**config.mk**
```make
export PLATFORM = sky130hd
export DESIGN_NAME = dram_mux_ctrl
export DESIGN_NICKNAME = d
export VERILOG_FILES = /design/src/rtl/dram_mux_pkg.sv /design/src/rtl/dram_refresh_timer.sv /design/src/rtl/dram_seq_fsm.sv /design/src/rtl/dram_addr_mux.sv /design/src/rtl/dram_mux_ctrl.sv
export SDC_FILE = /design/constraint.sdc
export NUM_CORES = 1
export LEC_CHECK = 0
export CAP_MARGIN = 10
export CORE_MARGIN = 1.5
export CORE_UTILIZATION = 55
export DETAILED_ROUTE_END_ITERATION = 8
export DONT_BUFFER_PORTS = 1
export GPL_TIMING_DRIVEN = 0
export PLACE_DENSITY_LB_ADDON = 0.08
export SYNTH_ARGS = -nofsm -noshare
export SYNTH_HDL_FRONTEND = slang
export SYNTH_SLANG_ARGS = --single-unit
```
**constraint.sdc**
```tcl
create_clock -name clk -period 5 [get_ports clk]
set_input_delay 1 -clock clk [delete_from_list [all_inputs] [get_ports clk]]
set_output_delay 1 -clock clk [all_outputs]
set_load 0.02 [all_outputs]
```
**src/rtl/dram_mux_pkg.sv**
```systemverilog
package dram_mux_pkg;

    typedef enum logic [2:0] {
        ST_IDLE,
        ST_ROW,
        ST_COL,
        ST_PRE,
        ST_REF
    } seq_state_e;

endpackage

```
**src/rtl/dram_refresh_timer.sv**
```systemverilog
module dram_refresh_timer #(
    parameter int REF_GAP = 1562,
    parameter int ROW_W   = 9
) (
    input  logic             clk,
    input  logic             rst_n,
    input  logic             ref_taken,
    input  logic             ref_done,
    output logic             ref_pending,
    output logic [ROW_W-1:0] ref_row
);
    localparam int GAP_W = (REF_GAP > 2) ? $clog2(REF_GAP) : 1;

    logic [GAP_W-1:0] gap_cnt;
    logic             tick;

    assign tick = (gap_cnt == GAP_W'(REF_GAP - 1));

    always_ff @(posedge clk) begin
        if (!rst_n) begin
            gap_cnt     <= '0;
            ref_pending <= 1'b0;
            ref_row     <= '0;
        end else begin
            gap_cnt     <= tick ? '0 : gap_cnt + 1'b1;
            ref_pending <= tick | (ref_pending & ~ref_taken);
            if (ref_done) begin
                ref_row <= ref_row + 1'b1;
            end
        end
    end

endmodule

```
**src/rtl/dram_seq_fsm.sv**
```systemverilog
module dram_seq_fsm
    import dram_mux_pkg::*;
#(
    parameter int T_RAH = 2,
    parameter int T_CAS = 2,
    parameter int T_PRE = 3,
    parameter int T_REF = 3
) (
    input  logic       clk,
    input  logic       rst_n,
    input  logic       start_acc,
    input  logic       start_ref,
    output seq_state_e state_o,
    output logic       last_o
);
    localparam int T_M1  = (T_RAH > T_CAS) ? T_RAH : T_CAS;
    localparam int T_M2  = (T_PRE > T_REF) ? T_PRE : T_REF;
    localparam int T_MAX = (T_M1 > T_M2) ? T_M1 : T_M2;
    localparam int CNT_W = $clog2(T_MAX + 1);

    seq_state_e       st_q, st_d;
    logic [CNT_W-1:0] cnt_q;
    logic [CNT_W-1:0] len;

    always_comb begin
        unique case (st_q)
            ST_ROW:  len = CNT_W'(T_RAH);
            ST_COL:  len = CNT_W'(T_CAS);
            ST_PRE:  len = CNT_W'(T_PRE);
            ST_REF:  len = CNT_W'(T_REF);
            default: len = CNT_W'(1);
        endcase
    end

    assign last_o = (cnt_q == len - 1'b1);

    always_comb begin
        st_d = st_q;
        unique case (st_q)
            ST_IDLE: begin
                if (start_ref) st_d = ST_REF;
                else if (start_acc) st_d = ST_ROW;
            end
            ST_ROW: if (last_o) st_d = ST_COL;
            ST_COL: if (last_o) st_d = ST_PRE;
            ST_REF: if (last_o) st_d = ST_PRE;
            ST_PRE: if (last_o) st_d = ST_IDLE;
            default: st_d = ST_IDLE;
        endcase
    end

    always_ff @(posedge clk) begin
        if (!rst_n) begin
            st_q  <= ST_IDLE;
            cnt_q <= '0;
        end else begin
            st_q  <= st_d;
            cnt_q <= (st_d != st_q) ? '0 : cnt_q + 1'b1;
        end
    end

    assign state_o = st_q;

endmodule

```
**src/rtl/dram_addr_mux.sv**
```systemverilog
module dram_addr_mux
    import dram_mux_pkg::*;
#(
    parameter int MUX_W = 10,
    parameter int ROW_W = 9
) (
    input  seq_state_e       state,
    input  logic [MUX_W-1:0] row_part,
    input  logic [MUX_W-1:0] col_part,
    input  logic [ROW_W-1:0] ref_row,
    output logic [MUX_W-1:0] mux_addr
);
    logic [MUX_W-1:0] ref_ext;

    generate
        if (MUX_W > ROW_W) begin : g_pad
            assign ref_ext = {{(MUX_W - ROW_W){1'b0}}, ref_row};
        end else begin : g_nopad
            assign ref_ext = ref_row[MUX_W-1:0];
        end
    endgenerate

    always_comb begin
        unique case (state)
            ST_COL:  mux_addr = col_part;
            ST_REF:  mux_addr = ref_ext;
            default: mux_addr = row_part;
        endcase
    end

endmodule

```
**src/rtl/dram_mux_ctrl.sv**
```systemverilog
module dram_mux_ctrl
    import dram_mux_pkg::*;
#(
    parameter int ADDR_W  = 20,
    parameter int MUX_W   = 10,
    parameter int ROW_W   = 9,
    parameter int REF_GAP = 1562,
    parameter int T_RAH   = 2,
    parameter int T_CAS   = 2,
    parameter int T_PRE   = 3,
    parameter int T_REF   = 3
) (
    input  logic              clk,
    input  logic              rst_n,
    input  logic              req_valid,
    output logic              req_ready,
    input  logic              req_write,
    input  logic [ADDR_W-1:0] req_addr,
    input  logic              req_wdata,
    output logic              rsp_valid,
    output logic              rsp_rdata,
    output logic [MUX_W-1:0]  dram_addr,
    output logic              dram_ras_n,
    output logic              dram_cas_n,
    output logic              dram_we_n,
    output logic              dram_din,
    input  logic              dram_dout
);
    localparam int COL_W = ADDR_W - MUX_W;

    seq_state_e        state;
    logic              last;
    logic              ref_pending;
    logic [ROW_W-1:0]  ref_row;
    logic              start_acc, start_ref, ref_done;
    logic [ADDR_W-1:0] addr_q;
    logic              wr_q, wd_q;
    logic [MUX_W-1:0]  col_part;

    assign start_ref = (state == ST_IDLE) && ref_pending;
    assign start_acc = req_valid && req_ready;
    assign ref_done  = (state == ST_REF) && last;
    assign req_ready = rst_n && (state == ST_IDLE) && !ref_pending;

    dram_refresh_timer #(.REF_GAP(REF_GAP), .ROW_W(ROW_W)) timer_i (
        .clk         (clk),
        .rst_n       (rst_n),
        .ref_taken   (start_ref),
        .ref_done    (ref_done),
        .ref_pending (ref_pending),
        .ref_row     (ref_row)
    );

    dram_seq_fsm #(.T_RAH(T_RAH), .T_CAS(T_CAS), .T_PRE(T_PRE), .T_REF(T_REF)) fsm_i (
        .clk       (clk),
        .rst_n     (rst_n),
        .start_acc (start_acc),
        .start_ref (start_ref),
        .state_o   (state),
        .last_o    (last)
    );

    assign col_part = MUX_W'(addr_q[ADDR_W-1:MUX_W]);

    dram_addr_mux #(.MUX_W(MUX_W), .ROW_W(ROW_W)) mux_i (
        .state    (state),
        .row_part (addr_q[MUX_W-1:0]),
        .col_part (col_part),
        .ref_row  (ref_row),
        .mux_addr (dram_addr)
    );

    always_ff @(posedge clk) begin
        if (!rst_n) begin
            addr_q    <= '0;
            wr_q      <= 1'b0;
            wd_q      <= 1'b0;
            rsp_valid <= 1'b0;
            rsp_rdata <= 1'b0;
        end else begin
            if (start_acc) begin
                addr_q <= req_addr;
                wr_q   <= req_write;
                wd_q   <= req_wdata;
            end
            rsp_valid <= (state == ST_COL) && last && !wr_q;
            if ((state == ST_COL) && last) begin
                rsp_rdata <= dram_dout;
            end
        end
    end

    always_comb begin
        dram_ras_n = 1'b1;
        dram_cas_n = 1'b1;
        dram_we_n  = 1'b1;
        unique case (state)
            ST_ROW: dram_ras_n = 1'b0;
            ST_REF: dram_ras_n = 1'b0;
            ST_COL: begin
                dram_ras_n = 1'b0;
                dram_cas_n = 1'b0;
                dram_we_n  = ~wr_q;
            end
            default: ;
        endcase
    end

    assign dram_din = wd_q;

    if (COL_W != MUX_W) begin : g_bad_split
        initial $error("column width must equal mux width");
    end

endmodule

```
==> results of run 1 <==
## worst reg2reg max path, stage by stage, from the launching register on
cell and delay [ns]:
dfxtp_1 0.32, buf_6 0.13, nor4_1 0.43, and3_1 0.22, clkbuf_1 0.24, buf_2 0.27
nand2_1 0.09, a21oi_1 0.11
## cell families after synthesis
family                     after synthesis  share of synthesized area
muxes                                    1                   0.004420
buffers and inverters                   27                    0.04917
xor gates and xnor gates                18                    0.06962
adders and majority gates                3                    0.01658
DFF                                     50                     0.4420
AOI/OAI and AO/OA                       68                     0.1718
and+or+nand+nor                        123                     0.2464
## power breakdown
part           internal [uW]  switching, uW  leakage (uW)
logic                   52.3            110      0.000354
clock network            150            137     0.0000585
registers                417           19.0      0.000406
total                    620            266      0.000819
## metal layers
metal / part of all wire / track usage
met1: 0.48 / 0.3281
met2: 0.45 / 0.3577
met3: 0.063 / 0.07000
met4: 0.011 / 0.06888
met5: 0 / 0
## worst paths after layout
path	to	slack, ns	depth (start not counted)
max	dram_addr[0]	1.72	6
min	addr_q[10]	0.47	2
max reg2reg	addr_q[2]	3.11	7
min reg2reg	addr_q[10]	0.47	2
## area by class of cell
cell class              instances  area share
multi-input cells             213      0.4723
clock inverters                 3     0.01795
flip-flops and latches         50      0.4103
plain buffers                  18     0.03179
inverters                       9     0.01385
well taps                      50     0.02564
clock buffers                   5     0.02821
## cell usage after synthesis
| cell | instances | area [sq um] |
|---|---|---|
| buf_6 | 1 | 11.26 |
| buf_2 | 2 | 10.01 |
| o21a_1 | 1 | 7.510 |
| nand2_2 | 1 | 6.260 |
| ha_1 | 3 | 37.54 |
| a2111oi_0 | 1 | 8.760 |
| a211o_1 | 1 | 8.760 |
| or4b_1 | 1 | 10.01 |
| nand2_1 | 56 | 210.2 |
| clkbuf_1 | 13 | 48.80 |
| a221oi_1 | 1 | 8.760 |
| xnor2_1 | 15 | 131.4 |
| and3_1 | 1 | 6.260 |
| o31a_1 | 1 | 8.760 |
| nand3_1 | 7 | 35.03 |
| o31ai_1 | 1 | 7.510 |
| or4_1 | 1 | 7.510 |
| o21ai_0 | 4 | 20.02 |
| nand4_1 | 3 | 18.77 |
| or4b_4 | 1 | 13.76 |
| inv_1 | 8 | 30.03 |
| xor2_1 | 3 | 26.28 |
| o22ai_1 | 19 | 118.9 |
| nor4bb_1 | 1 | 10.01 |
| and2_1 | 1 | 6.260 |
| nor3b_1 | 1 | 7.510 |
| nor3_1 | 7 | 35.03 |
| buf_1 | 2 | 7.510 |
| dfxtp_1 | 50 | 1001 |
| clkinv_1 | 1 | 3.750 |
| or2_2 | 1 | 6.260 |
| nor2_1 | 29 | 108.9 |
| a21oi_1 | 37 | 185.2 |
| nand3b_1 | 1 | 7.510 |
| mux2i_1 | 1 | 10.01 |
| o211ai_1 | 1 | 7.510 |
| nand2b_1 | 1 | 6.260 |
| nor2b_1 | 3 | 18.77 |
| nor4_1 | 7 | 43.79 |
| a21o_1 | 1 | 7.510 |
## registers in the layout, summed over array words and instances, names as in the netlist
register and cells:
fsm_i.state_o 3, timer_i.ref_row 9, fsm_i.cnt_q 2, timer_i.ref_pending 1, timer_i.gap_cnt 11, addr_q 20, dram_din 1, rsp_valid 1
rsp_rdata 1, wr_q 1
## per-stage QoR
step / cell area, sq um / hold slack (ns) / instances / util
2_1_floorplan: 2265 / 0.4238 / 290 / -
3_3_place_gp: 2327 / 0.4466 / 340 / 0.5860
3_5_place_dp: 2327 / 0.4488 / 340 / 0.5860
4_1_cts: 2440 / 0.4641 / 348 / 0.6144
5_1_grt: 2440 / 0.5003 / 348 / 0.6144
6_report: 2440 / 0.4653 / 348 / 0.6144
==> impl_metrics.yaml, run 1 <==
run_status:
  status: "finished, final reports clean"
drt:
  dr.first_iter.drc_count: 90
  drc_viols: 0
  vias_per_cell: 5.537
  route.antenna.remaining_nets: 0
  num_vias: 1927
  wire_per_inst_um: 14.62
  detailedRoute.firstPassIterationCount: 4
  detail_route.wirelength_um: 5087
power_and_ir_drop:
  report.power.total_uw: 886.2
  power_per_cell_area_mw_per_mm2: 363.2
  power_leakage_uw: 0.0008191
  ir_drop_v: 0.0001903
sta:
  slew_viol_final: 0
  layout_min_cycle_time_ns: 3.281
  setup-violations-final: 0
  post_route_skew_ns: 0.01118
  rsz_0062_raised_after_global_routing: "false"
  worstMarginPinSlew_ns: 0.6303
  max-slew-margin-rel: 0.5754
  timing.final.crit_share: 0.6563
  fin_setup_tns_ns: 0
  finalWorstSetupSlack_ns: 1.719
  max_freq_mhz: 304.8
  final-hold-violation-count: 0
layout:
  antennaDiodeCount: 0
  multi_input_gate_area_sq_mm: 0.001152
  fin_nets: 326
  areaGrowthSynthToFinish_pct: 7.735
  final_common_cell: "nand2_1"
  layout.area.seq_sq_mm: 0.001001
  post_route_cells_drive_above_1_share: 0.04698
  mostFrequentLayoutCells: "nand2_1 (56), dfxtp_1 (50), a21oi_1 (37), nor2_1 (29), o22ai_1 (19)"
  filler_cells_inserted: 390
placed_design:
  hpwl_um: 3694
  place.gp.congestion: 0.8460
  portBuffers: 0
  detailedPlace.worstSlack_ns: 2.090
worst_setup_path:
  slowest_cell_on_crit_path: "clkbuf_1"
  path_cells: "buf_6 > clkbuf_1 > nand2_1 > clkbuf_1 > o22ai_1 > a21oi_1"
  timing_worst_setup_path_type: "flip-flop to output pin"
  critPathMostFrequentCell: "clkbuf_1"
  critPathArrivalTime_ns: 2.28
  maximum_fanout_along_the_worst_path: 10
  timing.critical_path.from_type: "flip-flop"
  cpLargestDelayFamily: "buffers and inverters"
  worstReg2RegStart: "fsm_i.state_o[1]"
  startpoint: "fsm_i.state_o[1]"
  max_stage_delay_ns: 0.50
  required_time_reported_for_the_critical_path_endpoint_ns: 4.00
  cp.buffers_inverters: 3
  critPathCaptureType: "output pin"
clock_tree:
  clock_path_buffers: 2
  root_buffer: "clkbuf_8"
  worst_skew_pair.late_latency_ns: 0.31
  cts_bufs_inserted: 5
  tritoncts: "done"
  post-cts-setup-buffers: 0
  cts.hold.buffers_added: 0
  cts_clock_pin_slew_for_the_worst_setup_and_hold_paths_ns: 0.09
  cts_repair_resize_count: 0
  cts.htree.levels: 2
  tritoncts_num_sinks: 50
worst_hold_path:
  hold_path_startpoint: "addr_q[10]"
  hold_path_class: "flip-flop to flip-flop"
grt:
  globalRouteOverflowTotal: 0
  grt_util_all_layers: 0.2368
  grt_max_degree: 17
  via_count_of_the_first_global_routing_pass: 1711
  grt_pass1_wl_um: 8017
  grt_antenna_before_repair: 0
floorplan:
  core.rowCount: 23
  die_height_um: 67.17
  coreArea_sq_mm: 0.003971
  die_width_um: 67.17
  io-pin-count: 43
  initial_core_util: 0.5703
  design.die.area_sq_mm: 0.004512
run:
  max-cap-violations: 0
synth:
  synth.yosys.warnings: 0
  avgSynthCellArea_sq_um: 7.809
  synthesized_instance_count: 290
  synth_sequential_area_ratio: 0.4420
  synth_net_count: 319
  mappedNetlistArea_sq_mm: 0.002265
  synth_seq_cells: 50
  synthDistinctLibCells: 40
(Power assumes the default switching activity.)
==> run 2: changes to the inputs <==
==> constraint.sdc (replaced) <==
create_clock -name clk -period 2.94 [get_ports clk]
set_input_delay 0.588 -clock clk [delete_from_list [all_inputs] [get_ports clk]]
set_output_delay 0.588 -clock clk [all_outputs]
set_load 0.02 [all_outputs]
==> run 2 against run 1 <==
Core utilization increased by 0.094 points. Clock power rose by 70%. Clock skew hardly changed. Count of clock-buffer cells in the layout is the same. Global-route usage is the same. Critical path depth is the same.
==> impl_metrics.yaml, run 2 (same netlist as run 1, synthesis figures left out) <==
worst_setup_path:
  critPathMostFrequentCell: "clkbuf_1"
  critPathCaptureType: "output pin"
  max_stage_delay_ns: 0.47
  maximum_fanout_along_the_worst_path: 10
  required_time_reported_for_the_critical_path_endpoint_ns: 2.35
  timing_worst_setup_path_type: "flip-flop to output pin"
  slowest_cell_on_crit_path: "a21oi_1"
  path_cells: "buf_6 > or2_2 > clkbuf_1 > clkbuf_1 > o22ai_1 > a21oi_1"
  critPathArrivalTime_ns: 2.17
  timing.critical_path.from_type: "flip-flop"
layout:
  layout.area.seq_sq_mm: 0.001001
  mostFrequentLayoutCells: "nand2_1 (56), dfxtp_1 (50), a21oi_1 (37), nor2_1 (28), o22ai_1 (19)"
  post_route_cells_drive_above_1_share: 0.05369
  areaGrowthSynthToFinish_pct: 7.900
  top_register: "addr_q"
  final_util: 0.6153
  filler_cells_inserted: 387
  top_regs: "addr_q: 20 flops, timer_i.gap_cnt: 11 flops, timer_i.ref_row: 9 flops"
  layout.cells.non_filler: 348
  final_common_cell: "nand2_1"
  multi_input_gate_area_sq_mm: 0.001155
  fin_nets: 326
  antennaDiodeCount: 0
  largest_reg_flops: 20
drt:
  route.antenna.remaining_nets: 0
  detail_route.wirelength_um: 5088
  dr.first_iter.drc_count: 89
  drc_viols: 0
  wire_per_inst_um: 14.62
  vias_per_cell: 5.555
  detailedRoute.firstPassIterationCount: 4
  num_vias: 1933
sta:
  finalWorstSetupSlack_ns: 0.1811
  slew_viol_final: 0
  fin_setup_tns_ns: 0
  worst_hold_slack_ns: 0.4058
  worstMarginPinSlew_ns: 0.6299
  timing.final.crit_share: 0.9384
  max_freq_mhz: 362.5
  layout_min_cycle_time_ns: 2.759
  final-hold-violation-count: 0
  setup-violations-final: 0
  max-slew-margin-rel: 0.5756
  post_route_skew_ns: 0.01141
  rsz_0062_raised_after_global_routing: "false"
run:
  max-cap-violations: 0
floorplan:
  io-pin-count: 43
  die_width_um: 67.17
  design.die.area_sq_mm: 0.004512
  initial_core_util: 0.5703
  die_height_um: 67.17
  coreArea_sq_mm: 0.003971
  core.rowCount: 23
placed_design:
  place.gp.congestion: 0.8460
  dp.cells: 340
  hpwl_um: 3694
  detailedPlace.worstSlack_ns: 0.4422
  portBuffers: 0
clock_tree:
  cts_repair_resize_count: 0
  cts.hold.buffers_added: 0
  tritoncts_num_sinks: 50
  cts.htree.levels: 2
  cts_bufs_inserted: 5
  post-cts-setup-buffers: 0
  worst_skew_pair.late_latency_ns: 0.31
  clock_path_buffers: 2
  root_buffer: "clkbuf_8"
  cts_clock_pin_slew_for_the_worst_setup_and_hold_paths_ns: 0.09
  tritoncts: "done"
power_and_ir_drop:
  ir_drop_v: 0.0003240
  total_switching_power_uw: 454.0
  power_leakage_uw: 0.0008213
  p_clk_frac: 0.323
  power_frac_comb: 0.185
  power_per_cell_area_mw_per_mm2: 617.3
  power_report.internal_total_uw: 1055
  switching_share: 0.3010
  power.sequential.fraction: 0.492
grt:
  via_count_of_the_first_global_routing_pass: 1711
  grt_max_degree: 17
  globalRouteOverflowTotal: 0
  grt_antenna_before_repair: 0
  grt_pass1_wl_um: 8017
  grt_util_all_layers: 0.2368
run_status:
  status: "finished, final reports clean"
worst_hold_path:
  hold_path_class: "input port to flip-flop"
run 2: cell counts in the layout (fill, tap and decap cells not counted):
Identical to the previous run, type by type.
run 2: metrics by stage:
stage	power (uW)	instance area (sq um)
2_1_floorplan	976.8	2265
3_3_place_gp	1029	2327
3_5_place_dp	1032	2327
4_1_cts	1516	2440
5_1_grt	1584	2444
6_report	1509	2444
run 2: power by group through the flow:
stage / clock network, uW / registers (uW) / logic [uW]
floorplan: 0 / 748 / 229
global placement: 0 / 757 / 272
detailed placement: 0 / 757 / 275
CTS: 498 / 741 / 276
global route: 527 / 747 / 309
finish: 488 / 742 / 279
run 2: worst paths after layout:
path / startpoint / endpoint / slack [ns] / cells past startpoint
min reg2reg: addr_q[10] / addr_q[10] / 0.46 / 2
min: req_addr[19] / addr_q[19] / 0.41 / 2
max reg2reg: fsm_i.state_o[1] / addr_q[2] / 1.05 / 7
max: fsm_i.state_o[1] / dram_addr[0] / 0.18 / 6
run 2: metal layers:
metal  vias up  routed length (um)  global-route usage
met5         -                   0                   0
met4         0                  55             0.06888
met3         6                 352             0.07000
met2        45                2271              0.3577
met1       869                2409              0.3281
li1       1013                   -                   -
run 2: critical path: cells and delay by family, from the launching register on:
family,cells,cell delay (ns)
flip-flops,1,0.34
buffers and inverters,3,0.81
AO/OA/AOI/OAI,2,0.62
AND/OR/NAND/NOR,1,0.10
run 2: layout make-up:
type,count,area share
Multi-Input combinational cell,213,0.4726
Sequential cell,50,0.4096
Buffer,18,0.03226
Clock buffer,5,0.02816
Tap cell,50,0.02560
Clock inverter,3,0.01792
Inverter,9,0.01382
==> run 3: changes to the inputs <==
--- a/config.mk
+++ b/config.mk
@@ -6,12 +6,12 @@
 export NUM_CORES = 1
 export LEC_CHECK = 0
 export CAP_MARGIN = 10
-export CORE_MARGIN = 1.5
 export CORE_UTILIZATION = 55
 export DETAILED_ROUTE_END_ITERATION = 8
 export DONT_BUFFER_PORTS = 1
 export GPL_TIMING_DRIVEN = 0
 export PLACE_DENSITY_LB_ADDON = 0.08
+export SETUP_SLACK_MARGIN = 0.3
 export SYNTH_ARGS = -nofsm -noshare
 export SYNTH_HDL_FRONTEND = slang
 export SYNTH_SLANG_ARGS = --single-unit
==> run 3 against run 2 <==
Routed wire length grew 2.0%. Combinational power up 7.2%. Clock skew decreased by 0.0035 ns. Count of clock-buffer cells in the layout unchanged. Worst hold slack worse by 0.0072 ns.
==> impl_metrics.yaml, run 3 (same netlist as run 1, synthesis figures left out) <==
drt:
  top_layer: "met4"
  detail_route.wirelength_um: 5191
  drc_viols: 0
  wl_met1_um: 2602
  detailedRoute.firstPassIterationCount: 4
  wire_per_inst_um: 15.00
  met2RoutedLength_um: 2193
  met3_wirelength_um: 335
  vias_per_cell: 5.668
  num_vias: 1961
  route.antenna.remaining_nets: 0
  dr.first_iter.drc_count: 186
floorplan:
  initial_core_util: 0.5962
  core.rowCount: 22
  coreArea_sq_mm: 0.003799
  die_height_um: 66.17
  design.die.area_sq_mm: 0.004378
  io-pin-count: 43
  die_width_um: 66.17
worst_hold_path:
  worstHoldEndpoint: "addr_q[6]"
  whs_path_depth: 2
  hold_path_startpoint: "req_addr[6]"
  hold_path_class: "input port to flip-flop"
run:
  max-cap-violations: 0
layout:
  post_route_cells_drive_above_1_share: 0.09396
  filler_cells_inserted: 346
  final_common_cell: "nand2_1"
  largest_reg_flops: 20
  areaGrowthSynthToFinish_pct: 9.503
  final_util: 0.6528
  antennaDiodeCount: 0
  top_regs: "addr_q: 20 flops, timer_i.gap_cnt: 11 flops, timer_i.ref_row: 9 flops"
  mostFrequentLayoutCells: "nand2_1 (56), dfxtp_1 (50), nor2_1 (28), a21oi_1 (28), o22ai_1 (19)"
  top_register: "addr_q"
  multi_input_gate_area_sq_mm: 0.001189
  layout.area.seq_sq_mm: 0.001001
  fin_nets: 326
worst_setup_path:
  worstReg2RegStart: "fsm_i.state_o[1]"
  timing_worst_setup_path_type: "flip-flop to output pin"
  required_time_reported_for_the_critical_path_endpoint_ns: 2.35
  critPathArrivalTime_ns: 1.91
  critPathCaptureType: "output pin"
  timing.rr.end: "addr_q[3]"
  maximum_fanout_along_the_worst_path: 10
  logic_depth_of_the_worst_register_to_register_path: 7
  r2r_setup_slack_ns: 1.05
  startpoint: "fsm_i.state_o[1]"
  timing.critical_path.from_type: "flip-flop"
sta:
  timing.final.crit_share: 0.8485
  final-hold-violation-count: 0
  slew_viol_final: 0
  finalWorstSetupSlack_ns: 0.4454
  post_route_skew_ns: 0.007953
  worst_hold_slack_ns: 0.3987
  setup-violations-final: 0
  rsz_0062_raised_after_global_routing: "false"
  layout_min_cycle_time_ns: 2.495
  max_freq_mhz: 400.9
  fin_setup_tns_ns: 0
  max-slew-margin-rel: 0.5587
  worstMarginPinSlew_ns: 0.6551
grt:
  grt_max_degree: 17
  via_count_of_the_first_global_routing_pass: 1757
  grt_antenna_before_repair: 0
  globalRouteOverflowTotal: 0
  grt_pass1_wl_um: 8314
  grt_util_all_layers: 0.2569
clock_tree:
  tritoncts_num_sinks: 50
  root_buffer: "clkbuf_8"
  worst_skew_pair.late_latency_ns: 0.31
  tritoncts: "done"
  clock_path_buffers: 2
  cts_bufs_inserted: 5
  post-cts-setup-buffers: 0
  cts.htree.levels: 2
  cts_clock_pin_slew_for_the_worst_setup_and_hold_paths_ns: 0.09
placed_design:
  place.gp.congestion: 0.8213
  hpwl_um: 3662
  detailedPlace.worstSlack_ns: 0.4139
  portBuffers: 0
power_and_ir_drop:
  ir_drop_v: 0.0003633
  power_per_cell_area_mw_per_mm2: 617.7
  power_leakage_uw: 0.0008197
  report.power.total_uw: 1532
run_status:
  status: "finished, final reports clean"
-- run 3: how the worst max path moves through the flow --
stage	to	slack, ns	cells after the start
2_1_floorplan	dram_addr[0]	0.75	6
6_report	dram_addr[1]	0.45	6
4_1_cts	dram_addr[9]	0.35	3
5_1_grt	dram_addr[0]	0.33	6
3_5_place_dp	dram_addr[1]	0.41	6
3_3_place_gp	dram_addr[1]	0.43	6
-- run 3: cell type report --
class / instances / area share
Sequential cell: 50 / 0.4036
Buffer: 18 / 0.03330
Multi-Input combinational cell: 213 / 0.4793
Inverter: 9 / 0.01362
Tap cell: 48 / 0.02422
Clock buffer: 5 / 0.02775
Clock inverter: 3 / 0.01816
-- run 3: power by group --
part / leakage, uW / switching, uW / internal, uW
Combinational: 0.000363 / 205 / 94.6
Sequential: 0.000406 / 33.2 / 710
Clock: 0.0000504 / 237 / 253
-- run 3: metal layers --
metal / vias up / track usage
met3: 7 / 0.07069
met5: - / 0
met4: 0 / 0.07181
met1: 896 / 0.3665
met2: 52 / 0.3763
li1: 1006 / -
-- run 3: through the flow --
step	cell area, sq um	cells
floorplan	2265	290
detailed placement	2325	338
finish	2480	346
global route	2480	346
global placement	2325	338
CTS	2477	346
-- run 3: repair_timing --
item / CTS / global route
setup endpoints to repair: 9 / 10
resized for setup: 12 / 4
hold buffers: 0 / 0
-- run 3: critical path, cell delays in order (launching register included) --
cell and delay (ns):
dfxtp_1 0.34, buf_6 0.12, or2_2 0.10, clkbuf_1 0.27
clkbuf_2 0.30, o22ai_1 0.14, a21oi_2 0.32
